--- config.mk ---
export PLATFORM = sky130hd
export DESIGN_NAME = stw_status_reg
export DESIGN_NICKNAME = d
export VERILOG_FILES = /design/src/rtl/stw_pkg.sv /design/src/rtl/stw_sync_fall.sv /design/src/rtl/stw_flag_bank.sv /design/src/rtl/stw_shifter.sv /design/src/rtl/stw_status_reg.sv
export SDC_FILE = /design/constraint.sdc
export NUM_CORES = 1
export LEC_CHECK = 0
export ABC_AREA = 1
export CORE_MARGIN = 2
export CORE_UTILIZATION = 58
export DETAILED_ROUTE_END_ITERATION = 10
export PLACE_DENSITY = 0.89
export REMOVE_ABC_BUFFERS = 1
export SETUP_SLACK_MARGIN = 0.5
export SLEW_MARGIN = 20
export SYNTH_ARGS = -nofsm -noshare
export SYNTH_HDL_FRONTEND = slang
export SYNTH_HIERARCHICAL = 1
export SYNTH_SLANG_ARGS = --single-unit
--- constraint.sdc ---
create_clock -name clk_i -period 4 [get_ports clk_i]
set_input_delay 0.8 -clock clk_i [delete_from_list [all_inputs] [get_ports clk_i]]
set_output_delay 0.8 -clock clk_i [all_outputs]
set_load 0.005 [all_outputs]
--- src/rtl/stw_pkg.sv ---
package stw_pkg;
  localparam int WORD_W   = 16;
  localparam int CNT_W    = $clog2(WORD_W + 1);
  localparam int STICKY_N = 4;   // {por, unf/ovf, wut, ext} -> bits 14:11
  localparam int LIVE_W   = 7;
  localparam int OFF_W    = 4;
  localparam int SYNC_N   = 2;
endpackage

--- src/rtl/stw_sync_fall.sv ---
module stw_sync_fall #(
  parameter int STAGES = 2
) (
  input  logic clk_i,
  input  logic rst_ni,
  input  logic pin_ni,
  output logic fall_o
);
  // STAGES sync flops plus one history flop; idle level high
  logic [STAGES:0] chain_q;

  always_ff @(posedge clk_i or negedge rst_ni) begin
    if (!rst_ni) chain_q <= '1;
    else         chain_q <= {chain_q[STAGES-1:0], pin_ni};
  end

  assign fall_o = chain_q[STAGES] & ~chain_q[STAGES-1];
endmodule

--- src/rtl/stw_flag_bank.sv ---
module stw_flag_bank #(
  parameter int N = 4
) (
  input  logic         clk_i,
  input  logic         rst_ni,
  input  logic [N-1:0] set_i,
  input  logic         clr_i,
  input  logic [N-1:0] clr_mask_i,
  output logic [N-1:0] flag_o
);
  for (genvar g = 0; g < N; g++) begin : g_flag
    logic flag_q;
    always_ff @(posedge clk_i or negedge rst_ni) begin
      if (!rst_ni) flag_q <= 1'b0;
      else         flag_q <= (flag_q & ~(clr_i & clr_mask_i[g])) | set_i[g];
    end
    assign flag_o[g] = flag_q;
  end
endmodule

--- src/rtl/stw_shifter.sv ---
module stw_shifter #(
  parameter int W     = 16,
  parameter int CNT_W = $clog2(W + 1)
) (
  input  logic         clk_i,
  input  logic         rst_ni,
  input  logic         cs_ni,
  input  logic         bit_i,
  input  logic         sdi_i,
  input  logic [W-1:0] word_i,
  output logic         cap_o,
  output logic         rd_done_o,
  output logic         sdo_o
);
  logic             cs_q;
  logic [W-1:0]     shadow_q;
  logic [CNT_W-1:0] cnt_q;
  logic             cmd_q;
  logic             shift, first, cmd_bit;

  assign cap_o     = cs_q & ~cs_ni;
  assign shift     = ~cs_ni & ~cap_o & bit_i & (cnt_q < CNT_W'(W));
  assign first     = (cnt_q == '0);
  assign cmd_bit   = first ? sdi_i : cmd_q;
  assign rd_done_o = shift & (cnt_q == CNT_W'(W - 1)) & ~cmd_bit;
  assign sdo_o     = ~cs_ni & shadow_q[W-1];

  always_ff @(posedge clk_i or negedge rst_ni) begin
    if (!rst_ni) begin
      cs_q     <= 1'b1;
      shadow_q <= '0;
      cnt_q    <= '0;
      cmd_q    <= 1'b1;
    end else begin
      cs_q <= cs_ni;
      if (cs_ni) begin
        cnt_q <= '0;
      end else if (cap_o) begin
        shadow_q <= word_i;
        cnt_q    <= '0;
        cmd_q    <= 1'b1;
      end else if (shift) begin
        shadow_q <= {shadow_q[W-2:0], 1'b0};
        cnt_q    <= cnt_q + 1'b1;
        if (first) cmd_q <= sdi_i;
      end
    end
  end
endmodule

--- src/rtl/stw_status_reg.sv ---
module stw_status_reg
  import stw_pkg::*;
(
  input  logic              clk_i,
  input  logic              rst_ni,
  input  logic              cs_ni,
  input  logic              bit_i,
  input  logic              sdi_i,
  output logic              sdo_o,
  input  logic              tx_mode_i,
  input  logic              tx_rdy_i,
  input  logic              fifo_thr_i,
  input  logic              tx_unf_i,
  input  logic              rx_ovf_i,
  input  logic              por_evt_i,
  input  logic              wut_evt_i,
  input  logic              ext_int_ni,
  input  logic [LIVE_W-1:0] live_i,
  input  logic [OFF_W-1:0]  offset_i
);
  logic                ext_fall, cap, rd_done;
  logic [STICKY_N-1:0] sticky_set, sticky_q, cap_mask_q;
  logic [WORD_W-1:0]   word;

  stw_sync_fall #(.STAGES(SYNC_N)) u_sync (
    .clk_i, .rst_ni, .pin_ni(ext_int_ni), .fall_o(ext_fall)
  );

  assign sticky_set = {por_evt_i, (tx_mode_i ? tx_unf_i : rx_ovf_i), wut_evt_i, ext_fall};

  // captured flags; a flag re-set during the frame is dropped from the mask
  always_ff @(posedge clk_i or negedge rst_ni) begin
    if (!rst_ni)  cap_mask_q <= '0;
    else if (cap) cap_mask_q <= sticky_q;
    else          cap_mask_q <= cap_mask_q & ~sticky_set;
  end

  stw_flag_bank #(.N(STICKY_N)) u_flags (
    .clk_i, .rst_ni, .set_i(sticky_set), .clr_i(rd_done),
    .clr_mask_i(cap_mask_q), .flag_o(sticky_q)
  );

  assign word = {(tx_mode_i ? tx_rdy_i : fifo_thr_i), sticky_q, live_i, offset_i};

  stw_shifter #(.W(WORD_W)) u_shift (
    .clk_i, .rst_ni, .cs_ni, .bit_i, .sdi_i, .word_i(word),
    .cap_o(cap), .rd_done_o(rd_done), .sdo_o
  );
endmodule

Word level (Yosys, flattened, before mapping):

Cells that the tools add are included.

* logic and storage cells: 58
* flip-flop bits (word level): 34
* output and inout bits: 1

* $lt $le $gt $ge: 1
* add/sub/neg operators: 1
* multiplexer cells: 11
* bitwise gates (word level): 30
* reduce and logical (&&, ||, !) cells: 4
* eq/ne operators: 1

Operator list (count)
* 16-bit 2-to-1 mux: 2
* 1-bit bitwise AND: 16
* 5-bit 2-to-1 mux: 3
* 1-bit NOT: 8
* 5-bit by 1-bit adder with 5-bit output, second input constant: 1
* 5-bit by 4-bit equality test with 1-bit output, second input constant: 1
* 5-bit logical NOT: 1
* 5-bit less-than comparator, second input constant: 1
* 1-bit 2-to-1 mux: 5
* 4-bit bitwise AND: 1
* 4-bit 2-to-1 mux: 1
* 4-bit NOT: 1
* 1-bit bitwise OR: 4
* 3-bit nonzero test: 1
* 2-bit AND reduction: 1
* 2-bit nonzero test: 1

Logic depth before layout (Yosys ltp):

* depth after elaboration: 12
* mapped depth: 9
* depth with buffers taken out: 9

Modules after synthesis:

Netlist, hierarchy kept.

Modules (own cells, without submodules)
* stw_shifter: cells an instance 161, seq. area each 578.1 um^2, area each 1362.6 um^2, times used 1
* stw_status_reg: cells an instance 26, seq. area each 100.1 um^2, area each 198.9 um^2, times used 1
* stw_flag_bank: cells an instance 24, seq. area each 100.1 um^2, area each 190.2 um^2, times used 1
* stw_sync_fall: cells an instance 5, seq. area each 78.8 um^2, area each 88.8 um^2, times used 1

Worst setup path before layout:

Ideal clock, no wire load.

* path kind: input -> output
* start point: input port cs_ni
* end point: output port sdo_o
* data required time: 3.200 ns
* data arrival time: 0.906 ns
* buffers on the path: 0
* stages: 1
* path slack: 2.294 ns
* cell sequence: nor2_1

* cells in the longest elaborated chain, start to end: 2

RTL lines
* start: declaration: RTL line stw_status_reg.sv:6 `input logic cs_ni,`
* 1-bit NOT (no line)
* 1-bit bitwise AND: RTL line stw_shifter.sv:26 `assign sdo_o = ~cs_ni & shadow_q[W-1];`
* end: declaration: RTL line stw_status_reg.sv:9 `output logic sdo_o,`

No other way between the ends.

Worst setup path in the final report:

Ends and elaborated chain as after synthesis.

==> implementation parameters <==
Parameter                              Value

Outcome
  Status ... finished clean

Clock network
  Register clock-pin slew on the reported worst setup and hold paths ... 100 ps
  Clock latency reported for the late side of the worst-skew pair ... ~340 ps
  Num CTS Buffers ... 5
  Number of clock sinks seen by CTS ... 34
  TritonCTS clock tree ... done
  Post-CTS Setup Bufs ... 0
  Cell at the root of the clock tree ... clkbuf_4
  CTS Buffer Depth ... 2
  Number of gates resized after cts ... 0
  Hold buffer count at cts ... 0
  H-tree depth ... 2

STA
  Setup repair after global routing missed its margin ... no
  Layout Skew ... 8.18 ps
  Worst Max-Slew Pin Slew ... ~430 ps
  Worst path setup slack after routing ... 1210 ps
  Shortest clock period the worst path allows after layout ... between 2000 and 3000 ps
  Final Hold Viols ... 0
  Final max-slew violation count ... 0
  Slew headroom ... between 70% and 80%
  Worst Hold Margin ... 361 ps
  Total negative slack ... 0 ps
  Maximum operating frequency ... 358 MHz
  Final clock period utilization by the worst path ... a little over two thirds
  Final setup violation count ... 0

Floorplan
  Starting density of the core ... 60.8%
  Area of the core region ... 0.00303 mm2
  Y dimension of the die ... just over 60 um
  Area of the die ... 0.00364 mm2
  Number of placed I/O pins ... 25
  Die Width ... 60.3 um
  Row count ... 20

Layout
  Proportion of layout cells with a drive suffix above 1 ... 24.6%
  Area Overhead vs Synth ... 14.4%
  Sequential Area ... 857 um2
  Net total in the final layout ... 266
  Fill cell total of the finished layout ... 265
  Highest-count cells in the layout ignoring fill and taps ... 55 x nand2_1, 31 x inv_1, 29 x dfrtp_1
  Leading cell type in the layout, fill and taps excluded ... nand2_1
  N_diodes ... 0
  Final cell count without fillers ... 284
  Combined area of the multi-input logic cells ... 737 um2

GRT
  Number of global-route vias before repair ... about 1400
  Number of antenna violations at the first check in global routing ... 0
  Global-route wire length before repair ... 5400 um
  Overflow left after global routing ... 0
  Global routing usage summed across all routing layers ... 20.4%
  Largest net degree at the start of global routing ... 35

Power and ir drop
  Sum of internal, switching and leakage power ... 751 uW
  Total power divided by cell area ... between 300 and 400 mW/mm2
  Lkg Pwr ... 0.000983 uW
  Max IR drop VDD ... 0.244 mV

Critical path
  CP max stage cell ... clkdlybuf4s50_1
  Critical-path cell list ... clkdlybuf4s50_1 > nor2_1 > clkdlybuf4s50_1
  Dominant cell type by count on the critical path ... clkdlybuf4s50_1
  Required time of the critical path ... 3200 ps
  Slowest cell delay on critical path ... 520 ps
  Crit path launch type ... primary input
  Data arrival time at the worst-slack endpoint ... 1990 ps
  CP delay by family, top ... buffers and inverters
  Buffers and inverters on the worst path ... 2
  Critical Path End Type ... output port
  Crit path kind ... in -> out
  Peak fanout along the critical path ... 5

Synthesis
  Post-synthesis cell type count ... 23
  Largest cells by area after synthesis ... dfrtp_1 39%, nand2_1 11%, o21ai_2 8.6%
  Dominant cell type by area after synthesis ... dfrtp_1
  Synth warn ... 6
  Post-synth top area share ... 39.4%
  Post-synthesis area per instance ... 8.52 um2
  Share of the yosys chip area belonging to registers ... 46.6%
  Yosys reg bits ... 34
  Post-synthesis instance area ... ~0.0018 mm2
  Synthesized instance count ... 216

Placement
  Cell count after placement ... 276
  Detailed placement HPWL ... 2150 um
  Pre-CTS setup slack ... 1210 ps
  Final weighted congestion in routability-driven placement ... between 0.8 and 0.9
  Number of port buffers ... 24

Routing
  First-iteration detailed-routing DRC count ... 39
  Antenna-violating nets left ... 0
  TritonRoute pass-1 iters ... 4
  Wire per inst ... 10.8 um
  Sum of routed wire length over all layers ... 3060 um
  Post-DR vias/cell ... 4.83
  Total via count after detailed routing ... 1373
  Total DRC errors in the routed layout ... 0

Hold path
  Hold Crit Class ... reg -> reg

Job
  Number of violations of the max-capacitance limit ... 0
-- through the flow --
step / util (%) / area (um2)
2_1_floorplan: - / 1740
3_3_place_gp: 67.6 / 2050
3_5_place_dp: 67.6 / 2050
4_1_cts: 69.5 / 2110
5_1_grt: 69.5 / 2110
6_report: 69.5 / 2110
-- worst paths after layout --
check	cells after the start	end	slack [ps]	start
min in group asynchronous	2	u_shift/cnt_q[4]$_DFFE_PN0P_	860	rst_ni
max	3	sdo_o	1210	cs_ni
max in group asynchronous	2	u_sync/chain_q[1]$_DFF_PN1_	2810	rst_ni
min reg2reg	0	u_sync/chain_q[1]$_DFF_PN1_	360	u_sync/chain_q[0]$_DFF_PN1_
max reg2reg	9	u_flags/g_flag[1].flag_q$_DFF_PN0_	2350	u_shift/cnt_q[0]$_DFFE_PN0P_
min	0	u_sync/chain_q[1]$_DFF_PN1_	360	u_sync/chain_q[0]$_DFF_PN1_
-- Yosys cell counts --
library cell  instances
buf_4                 4
inv_4                 1
ha_1                  3
nor2_2                1
dfstp_2               5
buf_12                3
nand2_2              16
nor2_4                2
o21ai_1               1
nand2_1              55
o21ai_2              18
inv_1                31
nand2_8               1
inv_2                 5
dfrtp_1              29
nand3_1               5
nor2_1               13
buf_2                 3
nor3_1                1
a21oi_1               2
nand4_1               1
nand2_4               1
o21ai_0              15
-- state kept, by name, indices dropped and copies added (netlist names) --
| register | flops |
|---|---|
| u_shift/shadow_q | 16 |
| u_shift/cmd_q | 1 |
| u_flags/g_flag.flag_q | 4 |
| cap_mask_q | 4 |
| u_shift/cnt_q | 5 |
| u_shift/cs_q | 1 |
| u_sync/chain_q | 3 |
-- cell families after synthesis --
family	after synthesis	synth area share, %
AO/OA/AOI/OAI	36	13.5
adder cells (fa/ha/maj)	3	2.04
AND/OR/NAND/NOR	96	24.5
flip-flops	34	46.6
buffers and inverters	47	13.4
-- layer usage --
layer	part of all wire, %	track usage [%]
met5	0	0
met2	51	36.0
met1	42	22.1
met4	2.4	8.89
met3	4.1	7.25
-- report_power, final --
part           switching (uW)  internal [uW]
registers                13.0            384
clock network             113           85.1
logic                    88.8           67.7
total                     215            537
-- area by class of cell --
type	count	share of cell area (%)
clock buffer	7	2.61
clock inverter	1	0.238
sequential	34	40.7
tap	44	2.61
timing repair buffer	26	12.1
inverter	37	6.71
multi-input combinational	135	35.0
Power figures use the tool's default switching activity.
